[src/rtl/spi_zpump_pkg.sv]
package spi_zpump_pkg;
  localparam int AW = 8;
  localparam logic [AW-1:0] ADR_CFG  = 8'h00;
  localparam logic [AW-1:0] ADR_CMD  = 8'h04;
  localparam logic [AW-1:0] ADR_SIZE = 8'hC4;
  localparam int CFG_MEN_BIT  = 0;
  localparam int CFG_GO_BIT   = 1;
  localparam int CMD_WAIT_BIT = 0;
  localparam int WORD_BYTES   = 4;
endpackage

[src/rtl/zpump_regs.sv]
module zpump_regs
  import spi_zpump_pkg::*;
#(
  parameter int DW = 32
) (
  input  logic          clk,
  input  logic          rst_n,
  input  logic          wr_en,
  input  logic [AW-1:0] wr_addr,
  input  logic [DW-1:0] wr_data,
  output logic          man_en,
  output logic          push_wait,
  output logic          go_ok,
  output logic          size_wr
);
  logic cfg_hit, cmd_hit;
  logic men_d, wait_d;

  assign cfg_hit = wr_en && (wr_addr == ADR_CFG);
  assign cmd_hit = wr_en && (wr_addr == ADR_CMD);
  assign size_wr = wr_en && (wr_addr == ADR_SIZE);
  // the start bit only arms the flag if enable was set before this write
  assign go_ok   = cfg_hit && wr_data[CFG_GO_BIT] && man_en;

  always_comb begin
    men_d  = man_en;
    wait_d = push_wait;
    if (cfg_hit) men_d  = wr_data[CFG_MEN_BIT];
    if (cmd_hit) wait_d = wr_data[CMD_WAIT_BIT];
  end

  always_ff @(posedge clk or negedge rst_n) begin
    if (!rst_n) begin
      man_en    <= 1'b0;
      push_wait <= 1'b0;
    end else begin
      man_en    <= men_d;
      push_wait <= wait_d;
    end
  end
endmodule

[src/rtl/zpump_count.sv]
module zpump_count
  import spi_zpump_pkg::*;
#(
  parameter int DW = 32
) (
  input  logic          clk,
  input  logic          rst_n,
  input  logic          size_wr,
  input  logic [DW-1:0] size_din,
  input  logic          step,
  output logic [DW-1:0] size_q,
  output logic          size_nz
);
  localparam int LOW = $clog2(WORD_BYTES);
  logic [DW-1:0] floored, size_d;
  logic          has_word;

  assign floored  = {size_q[DW-1:LOW], {LOW{1'b0}}};
  assign has_word = |size_q[DW-1:LOW];
  assign size_nz  = |size_q;

  // floor to a word multiple, then take one word off, saturating at 0
  always_comb begin
    size_d = size_q;
    if (size_wr)   size_d = size_din;
    else if (step) size_d = has_word ? (floored - DW'(WORD_BYTES)) : '0;
  end

  always_ff @(posedge clk or negedge rst_n) begin
    if (!rst_n) size_q <= '0;
    else        size_q <= size_d;
  end
endmodule

[src/rtl/zpump_sched.sv]
module zpump_sched #(
  parameter int CW  = 7,
  parameter int THR = 64
) (
  input  logic          clk,
  input  logic          rst_n,
  input  logic          wr_en,
  input  logic          go_ok,
  input  logic          man_en,
  input  logic          push_wait,
  input  logic          size_nz,
  input  logic [CW-1:0] tx_level,
  input  logic [CW-1:0] rx_level,
  output logic          fill,
  output logic          flush_req,
  output logic          eval_done
);
  localparam int LIMIT = THR - 3;
  localparam int SW    = CW + 1;

  logic [SW-1:0] occ;
  logic tx_nz, txnz_q, eval_q, eval_d, flag_q, flag_d, active, room, drained;

  assign tx_nz   = |tx_level;
  assign occ     = {1'b0, rx_level} + {1'b0, tx_level};
  assign room    = occ < SW'(LIMIT);
  assign drained = txnz_q && !tx_nz;
  assign active  = flag_q || (tx_nz && !man_en);

  assign fill      = eval_q && active && size_nz && !(tx_nz && push_wait) && room;
  assign flush_req = active;
  assign eval_done = eval_q && !fill;

  always_comb begin
    eval_d = wr_en || drained || (eval_q && fill);
    flag_d = flag_q;
    if (go_ok)                   flag_d = 1'b1;
    else if (!tx_nz && !size_nz) flag_d = 1'b0;
  end

  always_ff @(posedge clk or negedge rst_n) begin
    if (!rst_n) begin
      eval_q <= 1'b0;
      flag_q <= 1'b0;
      txnz_q <= 1'b0;
    end else begin
      eval_q <= eval_d;
      flag_q <= flag_d;
      txnz_q <= tx_nz;
    end
  end
endmodule

[src/rtl/spi_zpump_ctrl.sv]
module spi_zpump_ctrl
  import spi_zpump_pkg::*;
#(
  parameter int DW    = 32,
  parameter int DEPTH = 64,
  parameter int THR   = DEPTH,
  parameter int CW    = $clog2(DEPTH + 1)
) (
  input  logic          clk,
  input  logic          rst_n,
  input  logic          wr_en,
  input  logic [7:0]    wr_addr,
  input  logic [DW-1:0] wr_data,
  input  logic [CW-1:0] tx_level,
  input  logic [CW-1:0] rx_level,
  output logic          zpush,
  output logic [DW-1:0] zdata,
  output logic          flush_req,
  output logic          eval_done
);
  logic          man_en_q, push_wait_q, go_ok, size_wr, size_nz;
  logic [DW-1:0] size_q;

  zpump_regs #(.DW(DW)) u_regs (
    .clk(clk), .rst_n(rst_n), .wr_en(wr_en), .wr_addr(wr_addr), .wr_data(wr_data),
    .man_en(man_en_q), .push_wait(push_wait_q), .go_ok(go_ok), .size_wr(size_wr)
  );

  zpump_count #(.DW(DW)) u_cnt (
    .clk(clk), .rst_n(rst_n), .size_wr(size_wr), .size_din(wr_data),
    .step(zpush), .size_q(size_q), .size_nz(size_nz)
  );

  zpump_sched #(.CW(CW), .THR(THR)) u_sched (
    .clk(clk), .rst_n(rst_n), .wr_en(wr_en), .go_ok(go_ok), .man_en(man_en_q),
    .push_wait(push_wait_q), .size_nz(size_nz), .tx_level(tx_level),
    .rx_level(rx_level), .fill(zpush), .flush_req(flush_req), .eval_done(eval_done)
  );

  // filler is all-zero; byte order is irrelevant
  assign zdata = '0;
endmodule

[config.mk]
export PLATFORM = sky130hd
export DESIGN_NAME = spi_zpump_ctrl
export DESIGN_NICKNAME = d
export VERILOG_FILES = /design/src/rtl/spi_zpump_pkg.sv /design/src/rtl/zpump_regs.sv /design/src/rtl/zpump_count.sv /design/src/rtl/zpump_sched.sv /design/src/rtl/spi_zpump_ctrl.sv
export SDC_FILE = /design/constraint.sdc
export NUM_CORES = 1
export LEC_CHECK = 0
export ABC_AREA = 1
export BUFFER_PORTS_ARGS = -buffer_cell sky130_fd_sc_hd__buf_2
export CAP_MARGIN = 20
export CORE_MARGIN = 8
export CORE_UTILIZATION = 45
export CTS_CLUSTER_DIAMETER = 60
export DETAILED_ROUTE_END_ITERATION = 16
export PLACE_DENSITY_LB_ADDON = 0.05
export SYNTH_ARGS = -nofsm -noshare
export SYNTH_HDL_FRONTEND = slang
export SYNTH_SLANG_ARGS = --single-unit
[constraint.sdc]
create_clock -name clk -period 2.08 [get_ports clk]
set_clock_uncertainty 0.1 [all_clocks]
set_input_delay 0.208 -clock clk [delete_from_list [all_inputs] [get_ports clk]]
set_output_delay 0.208 -clock clk [all_outputs]
set_load 0.01 [all_outputs]
==> summary.md <==
| Metric | Value |
|---|---|
| Reg2reg path depth | `14` |
| Met3 Use GR | `0.03610` |
| GRT overflow | `0` |
| Hold depth | `3` |
| Synth warn | `0` |
| Cell taking the most area after synthesis | `dfrtp_1` |
| DRT iter0 DRCs | `116` |
| Final ANT Viol Nets | `0` |
| Commonest non-fill, non-tap cell in the layout | `nand2_1` |
| Sequential Area | `927.1 um2` |
| CTS tree | `built` |
| Initial core utilization | `0.4601` |
| Register area share after synthesis | `0.2789` |
| CP arrival | `1.77 ns` |
| Setup TNS | `0 ns` |
| Flops & latches, synth | `37` |
| Synthesized instance count | `509` |
| Worst-case clock buffer depth | `2` |
| Critical path's slowest cell | `fa_2` |
| Most frequent cells in the layout | `nand2_1, nand3_1, buf_2` |
| IO Port Bufs | `59` |
| DR vias/cell | `4.788` |
| Synth top area share | `0.2789` |
| Min cycle time layout | `2.077 ns` |
| Chip height | `101.9 um` |
| Slew Limit Fails | `0` |
| Leak | `0.002211 uW` |
| Total iterations of the first detailed-routing run | `4` |
| VDD IR-drop max | `0.6074 mV` |
| # DRC | `0` |
| Hold Vio Cnt, Final | `0` |
| Synth cell types | `29` |
| Top Usage Layer GRT | `met2` |
| Root Buffer | `clkbuf_8` |
| Reg clk slew, reported paths | `0.07 ns` |
| Fin cells | `703` |
| Critical Path Sink Type | `output pin` |
| IO Count | `92` |
| WL final | `9471 um` |
| Gr usage total | `0.1847` |
| Max capacitance violation total | `0` |
| Nets | `670` |
| Fill count | `763` |
| H-tree Lvls | `2` |
| Kind of critical path | `in -> out` |
| Startpoint Class | `input port` |
| Layout cell share with drive strength beyond 1 | `0.2533` |
| Clock Sinks | `37` |
| Crit share post-route | `0.9983` |
| Antenna Cells | `0` |
| Antenna violations before repair | `0` |
| Most numerous cell on the critical path | `nor2_1` |
| Full die area | `10380 um2` |
| Gp weighted congestion | `0.8429` |
| Core area | `7214 um2` |
| Status | `finished clean` |
| Crit path required time | `1.77 ns` |
| Global-route wire length before repair | `15730 um` |
| Cell-by-cell trace of the critical path | `buf_8 -> ha_4 -> fa_2 -> o21ai_1 -> nor2_1 -> nand3_1 -> nor2_1 -> nand2_1 -> nand4_4 -> inv_2 -> nor2_2 -> buf_2` |
| FP Rows | `31` |
| Post-DP HPWL | `6577 um` |
| Vias | `3366` |
| Maximum clock rate | `481.6 MHz` |
| GR Layer Usage met2 | `0.3179` |
| Vias in the first global route | `3432` |
| Chip width | `101.9 um` |
| Mapped cell area | `3319 um2` |
| Fin util | `0.5754` |
| Largest net degree at the start of global routing | `38` |
| Unrepaired setup endpoints after global routing | `yes` |
| Syn Area/Cell | `6.521 um2` |
| Clk_lat worst skew | `0.30 ns` |
| Placed insts | `662` |
| Pwr/cell area | `1101 nW/um2` |
| Worst min-delay path class | `in -> reg` |
| Area grow syn2layout | `25.07%` |
| CP max stage delay | `0.53 ns` |
| Top post-synthesis cells by area | `dfrtp_1, nand2_1, nand3_1` |
| DR WL/cell | `13.47 um` |
| GR Util met1 | `0.2327` |
| Final setup viols | `0` |
| Multi-input logic area | `2108 um2` |
| Inserted Clock Buffers | `5` |
| CP Max Fanout | `2` |
## flip-flops by register name, indices dropped and copies added (netlist names)
name	cells
u_sched.flag_q	1
u_sched.eval_q	1
u_sched.txnz_q	1
u_regs.man_en	1
u_cnt.size_q	32
u_regs.push_wait	1
## report_power, final
group          leakage (uW)  total [uW]  internal, uW  switching, uW
clock network     0.0000542         577           300            277
registers          0.000486        1200           955            246
logic               0.00167        2790          1210           1580
total               0.00221        4570          2470           2100
## cell type report
class	count	area share
clock buffer	7	0.02321
clock inverter	1	0.001206
inverter	41	0.04008
multi-input combinational	415	0.5078
sequential	37	0.2233
tap	99	0.02984
timing repair buffer	103	0.1745
## stage by stage
step / instance area, um2 / setup WS, ns / hold WS [ns] / total power (uW)
2_1_floorplan: 3436 / 0.09916 / -0.1876 / 2926
3_3_place_gp: 3613 / -0.07797 / 0.09711 / 3355
3_5_place_dp: 3613 / -0.1267 / 0.09695 / 3392
4_1_cts: 4003 / -0.009386 / 0.01895 / 4397
5_1_grt: 4151 / -0.1170 / 0.02695 / 5024
6_report: 4151 / 0.003433 / 0.02144 / 4572
## critical path, delay by kind of cell
| kind | cells | cell delay (ns) |
|---|---|---|
| AO/OA/AOI/OAI | 1 | 0.06 |
| adder cells (fa/ha/maj) | 2 | 0.68 |
| AND/OR/NAND/NOR | 6 | 0.54 |
| buffers and inverters | 3 | 0.28 |
## layer usage
layer / part of all wire / vias to the layer above / wire [um]
li1: - / 1727 / -
met1: 0.45 / 1549 / 4303
met2: 0.48 / 81 / 4554
met3: 0.056 / 9 / 530
met4: 0.0087 / 0 / 82
met5: 0 / - / 0
## worst paths after layout
kind                                                   from                      endpoint  slack, ns
worst max-delay path                            tx_level[0]                     eval_done      0.003
worst min-delay path                                  wr_en      u_sched.eval_q$_DFF_PN0_       0.02
worst max register to register  u_cnt.size_q[2]$_DFFE_PN0P_  u_cnt.size_q[28]$_DFFE_PN0P_       0.12
worst min register to register     u_sched.txnz_q$_DFF_PN0_      u_sched.eval_q$_DFF_PN0_       0.37
max in group asynchronous                             rst_n   u_cnt.size_q[8]$_DFFE_PN0P_       1.36
min in group asynchronous                             rst_n  u_cnt.size_q[15]$_DFFE_PN0P_       0.31
## cell usage after synthesis
master,n
o21bai_1,4
nor2_4,3
nand4_1,5
o21ai_0,15
nand3b_1,2
nand2_2,2
dfrtp_1,37
fa_1,1
o21ai_1,12
nand2_1,174
nor3_1,2
nor2_1,55
buf_4,33
nor2_8,1
inv_1,38
a21oi_1,4
nand3_1,61
ha_1,9
inv_2,2
buf_2,9
nor2_2,6
xnor2_1,7
or2_1,1
buf_6,5
xor2_1,16
and3_1,2
nand4_4,1
inv_4,1
conb_1,1
## what timing repair did
action	CTS	global route
gates cloned	0	2
endpoints found under the hold margin	37	0
pin swaps	20	12
resized for setup	25	18
setup endpoints to repair	2	35
setup buffers	27	4
hold buffers	1	0
## cells by family after synthesis
logic type	after synthesis	synth area share
AO/OA/AOI/OAI	35	0.05579
XOR/XNOR	23	0.06069
adder cells (fa/ha/maj)	10	0.03996
buffers and inverters	88	0.1523
flip-flops	37	0.2789
other	1	0.001130
AND/OR/NAND/NOR	315	0.4112
No activity file was read; power rests on OpenSTA's default activity.
